--- src/rtl/dac_cmd_pkg.sv ---
package dac_cmd_pkg;
    localparam int WORD_W = 16;
    localparam int CODE_W = 8;
    localparam int N_CH   = 8;
    localparam int CH_W   = $clog2(N_CH);
    localparam int TERM_W = 2;

    typedef enum logic [TERM_W-1:0] {
        TERM_HIZ  = 2'd0,
        TERM_100K = 2'd1,
        TERM_2K5  = 2'd2
    } term_e;

    typedef enum logic [1:0] {
        OP_NONE  = 2'd0,
        OP_WRITE = 2'd1,
        OP_PDOWN = 2'd2
    } op_e;

    typedef struct packed {
        op_e               op;
        logic [CH_W-1:0]   ch;
        logic [CODE_W-1:0] code;
        logic [N_CH-1:0]   mask;
        term_e             term;
    } cmd_t;

    function automatic cmd_t decode_word(input logic [WORD_W-1:0] w);
        cmd_t d;
        d.op   = OP_NONE;
        d.ch   = w[14:12];
        d.code = w[11:4];
        d.mask = w[7:0];
        d.term = TERM_HIZ;
        if (!w[15]) begin
            d.op = OP_WRITE;
        end else begin
            case (w[14:12])
                3'b101: begin d.op = OP_PDOWN; d.term = TERM_HIZ;  end
                3'b110: begin d.op = OP_PDOWN; d.term = TERM_100K; end
                3'b111: begin d.op = OP_PDOWN; d.term = TERM_2K5;  end
                default: d.op = OP_NONE;
            endcase
        end
        return d;
    endfunction
endpackage

--- src/rtl/dac_serial_rx.sv ---
module dac_serial_rx
    import dac_cmd_pkg::*;
#(
    parameter int SYNC_STAGES = 2
) (
    input  logic              clk,
    input  logic              rst,
    input  logic              sclk_i,
    input  logic              sdi_i,
    input  logic              frame_n_i,
    output logic              sdo_o,
    output logic              word_vld_o,
    output logic [WORD_W-1:0] word_o
);
    localparam int CNT_W = $clog2(WORD_W + 1);

    logic [SYNC_STAGES-1:0] sclk_pipe, sdi_pipe, frm_pipe;
    logic sclk_s, sdi_s, frm_s, sclk_prev, frm_prev;
    logic [WORD_W-1:0] shreg;
    logic [CNT_W-1:0]  cnt;
    logic full, sclk_fall, frm_rise, frm_fall;

    assign sclk_s    = sclk_pipe[SYNC_STAGES-1];
    assign sdi_s     = sdi_pipe[SYNC_STAGES-1];
    assign frm_s     = frm_pipe[SYNC_STAGES-1];
    assign sclk_fall = sclk_prev & ~sclk_s;
    assign frm_rise  = ~frm_prev & frm_s;
    assign frm_fall  = frm_prev & ~frm_s;
    assign full      = (cnt == CNT_W'(WORD_W));

    always_ff @(posedge clk) begin
        if (rst) begin
            sclk_pipe  <= '1;
            frm_pipe   <= '1;
            sdi_pipe   <= '0;
            sclk_prev  <= 1'b1;
            frm_prev   <= 1'b1;
            shreg      <= '0;
            cnt        <= '0;
            word_vld_o <= 1'b0;
            word_o     <= '0;
        end else begin
            sclk_pipe  <= {sclk_pipe[SYNC_STAGES-2:0], sclk_i};
            sdi_pipe   <= {sdi_pipe[SYNC_STAGES-2:0], sdi_i};
            frm_pipe   <= {frm_pipe[SYNC_STAGES-2:0], frame_n_i};
            sclk_prev  <= sclk_s;
            frm_prev   <= frm_s;
            word_vld_o <= frm_rise & full;
            word_o     <= shreg;
            if (sclk_fall && !frm_s) begin
                shreg <= {shreg[WORD_W-2:0], sdi_s};
                if (!full) cnt <= cnt + 1'b1;
            end
            if (frm_fall) cnt <= '0;
        end
    end

    assign sdo_o = full ? shreg[WORD_W-1] : 1'b0;


    sdo_quiet_at_start_chk: assert property (@(posedge clk) disable iff (rst)
        $fell(frm_s) |=> !sdo_o);
endmodule

--- src/rtl/dac_chan_bank.sv ---
module dac_chan_bank
    import dac_cmd_pkg::*;
(
    input  logic                   clk,
    input  logic                   rst,
    input  logic                   word_vld_i,
    input  logic [WORD_W-1:0]      word_i,
    output logic [N_CH*CODE_W-1:0] code_o,
    output logic [N_CH-1:0]        pd_o,
    output logic [N_CH*TERM_W-1:0] term_o,
    output logic                   bias_o
);
    cmd_t cmd;
    logic [CODE_W-1:0] code_q [N_CH];
    term_e             term_q [N_CH];
    logic [N_CH-1:0]   pd_q;

    assign cmd = decode_word(word_i);

    always_ff @(posedge clk) begin
        if (rst) begin
            pd_q <= '0;
            for (int i = 0; i < N_CH; i++) begin
                code_q[i] <= '0;
                term_q[i] <= TERM_HIZ;
            end
        end else if (word_vld_i) begin
            for (int i = 0; i < N_CH; i++) begin
                if (cmd.op == OP_WRITE && cmd.ch == CH_W'(i)) begin
                    code_q[i] <= cmd.code;
                    pd_q[i]   <= 1'b0;
                end else if (cmd.op == OP_PDOWN && cmd.mask[i]) begin
                    pd_q[i]   <= 1'b1;
                    term_q[i] <= cmd.term;
                end
            end
        end
    end

    for (genvar g = 0; g < N_CH; g++) begin : g_flat
        assign code_o[g*CODE_W +: CODE_W] = code_q[g];
        assign term_o[g*TERM_W +: TERM_W] = term_q[g];
    end

    assign pd_o   = pd_q;
    assign bias_o = ~&pd_q;


    reset_clear_chk: assert property (@(posedge clk)
        $fell(rst) |-> (code_o == '0 && pd_o == '0));

    idle_hold_chk: assert property (@(posedge clk) disable iff (rst)
        !word_vld_i |=> ($stable(code_o) && $stable(pd_o)));

    pd_keeps_code_chk: assert property (@(posedge clk) disable iff (rst)
        (word_vld_i && cmd.op == OP_PDOWN) |=> $stable(code_o));

    write_wakes_chk: assert property (@(posedge clk) disable iff (rst)
        (word_vld_i && cmd.op == OP_WRITE) |=> !pd_o[$past(cmd.ch)]);

    bias_after_write_chk: assert property (@(posedge clk) disable iff (rst)
        (word_vld_i && cmd.op == OP_WRITE) |=> bias_o);

    other_ops_idle_chk: assert property (@(posedge clk) disable iff (rst)
        (word_vld_i && cmd.op == OP_NONE) |=> ($stable(code_o) && $stable(pd_o) && $stable(term_o)));
endmodule

--- src/rtl/octal_dac_cmd.sv ---
module octal_dac_cmd
    import dac_cmd_pkg::*;
#(
    parameter int SYNC_STAGES = 2
) (
    input  logic                   clk,
    input  logic                   rst,
    input  logic                   sclk_i,
    input  logic                   sdi_i,
    input  logic                   frame_n_i,
    output logic                   sdo_o,
    output logic [N_CH*CODE_W-1:0] chan_code_o,
    output logic [N_CH-1:0]        pd_flag_o,
    output logic [N_CH*TERM_W-1:0] pd_term_o,
    output logic                   bias_en_o
);
    logic              word_vld;
    logic [WORD_W-1:0] word;

    dac_serial_rx #(.SYNC_STAGES(SYNC_STAGES)) rx_i (
        .clk        (clk),
        .rst        (rst),
        .sclk_i     (sclk_i),
        .sdi_i      (sdi_i),
        .frame_n_i  (frame_n_i),
        .sdo_o      (sdo_o),
        .word_vld_o (word_vld),
        .word_o     (word)
    );

    dac_chan_bank bank_i (
        .clk        (clk),
        .rst        (rst),
        .word_vld_i (word_vld),
        .word_i     (word),
        .code_o     (chan_code_o),
        .pd_o       (pd_flag_o),
        .term_o     (pd_term_o),
        .bias_o     (bias_en_o)
    );
endmodule

--- config.mk ---
export PLATFORM = sky130hd
export DESIGN_NAME = octal_dac_cmd
export DESIGN_NICKNAME = d
export VERILOG_FILES = /design/src/rtl/dac_cmd_pkg.sv /design/src/rtl/dac_serial_rx.sv /design/src/rtl/dac_chan_bank.sv /design/src/rtl/octal_dac_cmd.sv
export SDC_FILE = /design/constraint.sdc
export NUM_CORES = 1
export LEC_CHECK = 0
export ABC_AREA = 1
export BUFFER_PORTS_ARGS = -buffer_cell sky130_fd_sc_hd__buf_2
export CAP_MARGIN = 10
export CORE_AREA = 2 2 94 96
export DETAILED_ROUTE_END_ITERATION = 8
export DIE_AREA = 0 0 96 98
export PLACE_DENSITY = 0.82
export SKIP_CTS_REPAIR_TIMING = 1
export SLEW_MARGIN = 10
export SYNTH_ARGS = -nofsm -noshare
export SYNTH_HDL_FRONTEND = slang
export SYNTH_SLANG_ARGS = --single-unit
--- constraint.sdc ---
create_clock -name clk -period 3.6 [get_ports clk]
set_clock_uncertainty 0.15 [all_clocks]
set_input_delay 0.72 -clock clk [delete_from_list [all_inputs] [get_ports clk]]
set_output_delay 0.72 -clock clk [all_outputs]
set_load 0.02 [all_outputs]
==> impl_metrics.py <==
metrics = {
    "status": {
        "status": "completed",
    },
    "power": {
        "sw_frac_of_total_pct": 22.8,
        "pwr-share-comb_pct": 3.6,
        "leakage_nw": 2.42,
        "power.density_mw_per_mm2": 588,
        "p_switching_mw": 0.794,
        "vdd_ir_drop_max_mv": 0.324,
        "seq_power_share_pct": 47.9,
        "p_clk_share_pct": 48.5,
        "internal_power_mw": 2.69,
    },
    "timing": {
        "rsz0062_at_grt": "false",
        "hold_viol": 0,
        "setup_tns_ns": 0,
        "worstMarginPinSlew_ns": 1.02,
        "slew_headroom_pct": 32.1,
        "timing.fmax_mhz": 394,
        "finalCriticalPeriod_ns": 2.54,
        "setup_ws_ns": 1.06,
        "slew_viol_final": 0,
        "setup-violations-final": 0,
        "post-route-period-util_pct": 70.6,
    },
    "clock_network": {
        "cts_tree": "built",
        "cts_buffers": 17,
        "insertion_delay_ns": 0.52,
        "h-tree-depth": 4,
        "cts_buffer_depth": 2,
        "clock-root-buffer": "clkbuf_8",
        "cts.sink_count": 134,
        "cts.clk_slew.worst_paths_ns": 0.06,
    },
    "detailed_routing": {
        "dr.pass1.iters": 6,
        "drt.antenna.violating_nets": 0,
        "drt_iter0_markers": 273,
        "num_vias": 3423,
        "viasPerCell": 5.23,
        "routed_wl_mm": 9.87,
        "drc": 0,
        "wl_per_cell_um": 15.1,
    },
    "critical_path": {
        "crit_type": "flip-flop to output pin",
        "critPathArrivalTime_ns": 1.67,
        "endpoint_kind": "output pin",
        "required_ns": 2.73,
        "worstSetupStartpointType": "flip-flop",
        "worst-path-max-fanout": 5,
    },
    "synthesis": {
        "synth_compound_area_share_pct": 4.70,
        "synth_xor_xnor_area_share_pct": 0,
        "syn_nets": 439,
        "syn_area_per_cell_um2": 11.1,
        "synthMuxAreaShare_pct": 0,
        "synth_top_family_by_area": "simple AND/OR/NAND/NOR gates",
        "synthSimpleGateAreaFrac_pct": 16.8,
        "ys_warn_count": 0,
        "synthCells": 432,
        "synthesis.area_mm2": 0.00479,
        "synthDistinctLibCells": 22,
        "ys_seq_elements": 134,
        "synthTopCellsByArea": "edfxtp_1, dfxtp_1, nor2_1",
        "synth_top_area_share_pct": 50.2,
        "ys_seq_area_share_pct": 72.7,
        "synth_area_leader_cell": "edfxtp_1",
        "synthAdderAreaFrac_pct": 0.523,
    },
    "cells_and_area": {
        "area_growth_pct": 24.0,
        "finalNetCount": 541,
        "antenna_cells": 0,
        "layout_common_cells": "nor2_1, buf_2, edfxtp_1",
        "layout_commonest_cell": "nor2_1",
        "drive_gt1_share_pct": 25.4,
    },
    "placement": {
        "place.gp.congestion": 0.809,
        "place_hpwl_mm": 6.65,
        "port_buffers": 94,
        "dp_slack_ns": 1.12,
    },
    "global_route": {
        "overflow": 0,
        "grt_pass1_wl_mm": 16.0,
        "grt_max_degree": 42,
        "grt_usage_pct": 22.6,
        "antenna_found_initial": 0,
        "grt_pass1_vias": 3282,
    },
    "floorplanning": {
        "die_area_mm2": 0.00941,
        "initial_utilization_pct": 56.6,
        "rows": 34,
        "core-area_mm2": 0.00847,
        "ios": 95,
        "die_w_um": 96,
        "die_h_um": 98,
    },
    "flow_run": {
        "cap_viol_max_count": 0,
    },
    "worst_hold_path": {
        "holdCritPathClass": "primary input to flip-flop",
    },
}
==> final timing paths <==
path | slack [ns] | end | start | depth (start not counted)
worst max-delay path | 1.06 | sdo_o | rx_i.cnt[0]$_SDFFE_PP0P_ | 7
worst min register to register | 0.25 | rx_i.sdi_pipe[1]$_SDFF_PP0_ | rx_i.sdi_pipe[0]$_SDFF_PP0_ | 2
worst max register to register | 1.38 | bank_i.code_q[0][6]$_SDFFCE_PN0P_ | rx_i.word_vld_o$_SDFF_PP0_ | 4
worst min-delay path | 0.23 | rx_i.frm_pipe[0]$_SDFF_PP1_ | frame_n_i | 2
==> sequential cells by signal (all words and copies together), names as in the netlist <==
signal and count:
bank_i.pd_o 8, rx_i.sclk_pipe 2, rx_i.shreg 16, rx_i.sclk_prev 1, rx_i.word_vld_o 1, rx_i.frm_pipe 2, rx_i.word_o 16, rx_i.sdi_pipe 2
bank_i.term_q 16, rx_i.frm_prev 1, rx_i.cnt 5, bank_i.code_q 64
==> logic make-up (layout without fill, tap and decap cells) <==
family                     after synthesis  count (layout)
and+or+nand+nor                        187             187
adders and majority gates                2               2
AOI/OAI and AO/OA                       45              45
buffers and inverters                   64             179
DFF                                    134             134
==> power groups by stage <==
stage	registers [mW]	clock network, mW	logic (mW)
2_1_floorplan	1.75	0	0.0402
3_3_place_gp	1.70	0	0.124
3_5_place_dp	1.70	0	0.126
4_1_cts	1.67	1.70	0.127
5_1_grt	1.67	1.78	0.138
6_report	1.67	1.69	0.126
==> synthesized netlist by cell type <==
library cell	instances
nor3_4	1
nor2_1	95
inv_1	50
ha_1	2
buf_2	7
nand3_1	21
clkbuf_1	6
a21oi_1	28
nand4_1	5
inv_2	1
nor3_2	1
nor3_1	2
nand3_2	1
nor4_1	1
nand2_4	1
or2_2	4
nand2_1	52
nor2_2	1
edfxtp_1	80
dfxtp_1	54
nor2_4	2
o21ai_0	17
==> per-stage QoR <==
| stage | util, % | power (mW) | std cells | hold slack, ns | instance area, um2 |
|---|---|---|---|---|---|
| CTS | 70.1 | 3.50 | 655 | 0.212 | 5940 |
| floorplan | - | 1.79 | 432 | 0.238 | 4790 |
| detailed placement | 63.2 | 1.83 | 623 | 0.244 | 5350 |
| finish | 70.1 | 3.49 | 655 | 0.231 | 5940 |
| global placement | 63.2 | 1.83 | 623 | 0.244 | 5350 |
| global route | 70.1 | 3.59 | 655 | 0.223 | 5940 |
==> routing by layer <==
layer  routed length (um)  GRT usage, %  vias to the layer above
li1                     -             -                     1632
met5                    0             0                        -
met4                  153          6.70                        0
met1                 3870          28.3                     1598
met2                 4970          37.8                      175
met3                  873          6.79                       18
==> worst max-delay path, stage by stage, from the launching register on <==
cell     delay [ns]
dfxtp_1        0.40
inv_1          0.08
ha_1           0.20
nand2_1        0.08
inv_1          0.04
nand2_1        0.14
nor2_1         0.06
buf_2          0.16
==> area by class of cell <==
type	instances	area (um2)
inverters	51	191
flip-flops and latches	134	3480
repair buffers	96	485
clock buffers	17	414
fillers	569	2530
multi-input cells	234	1060
well taps	108	135
clock inverters	15	171
No activity file was read; power rests on OpenSTA's default activity.
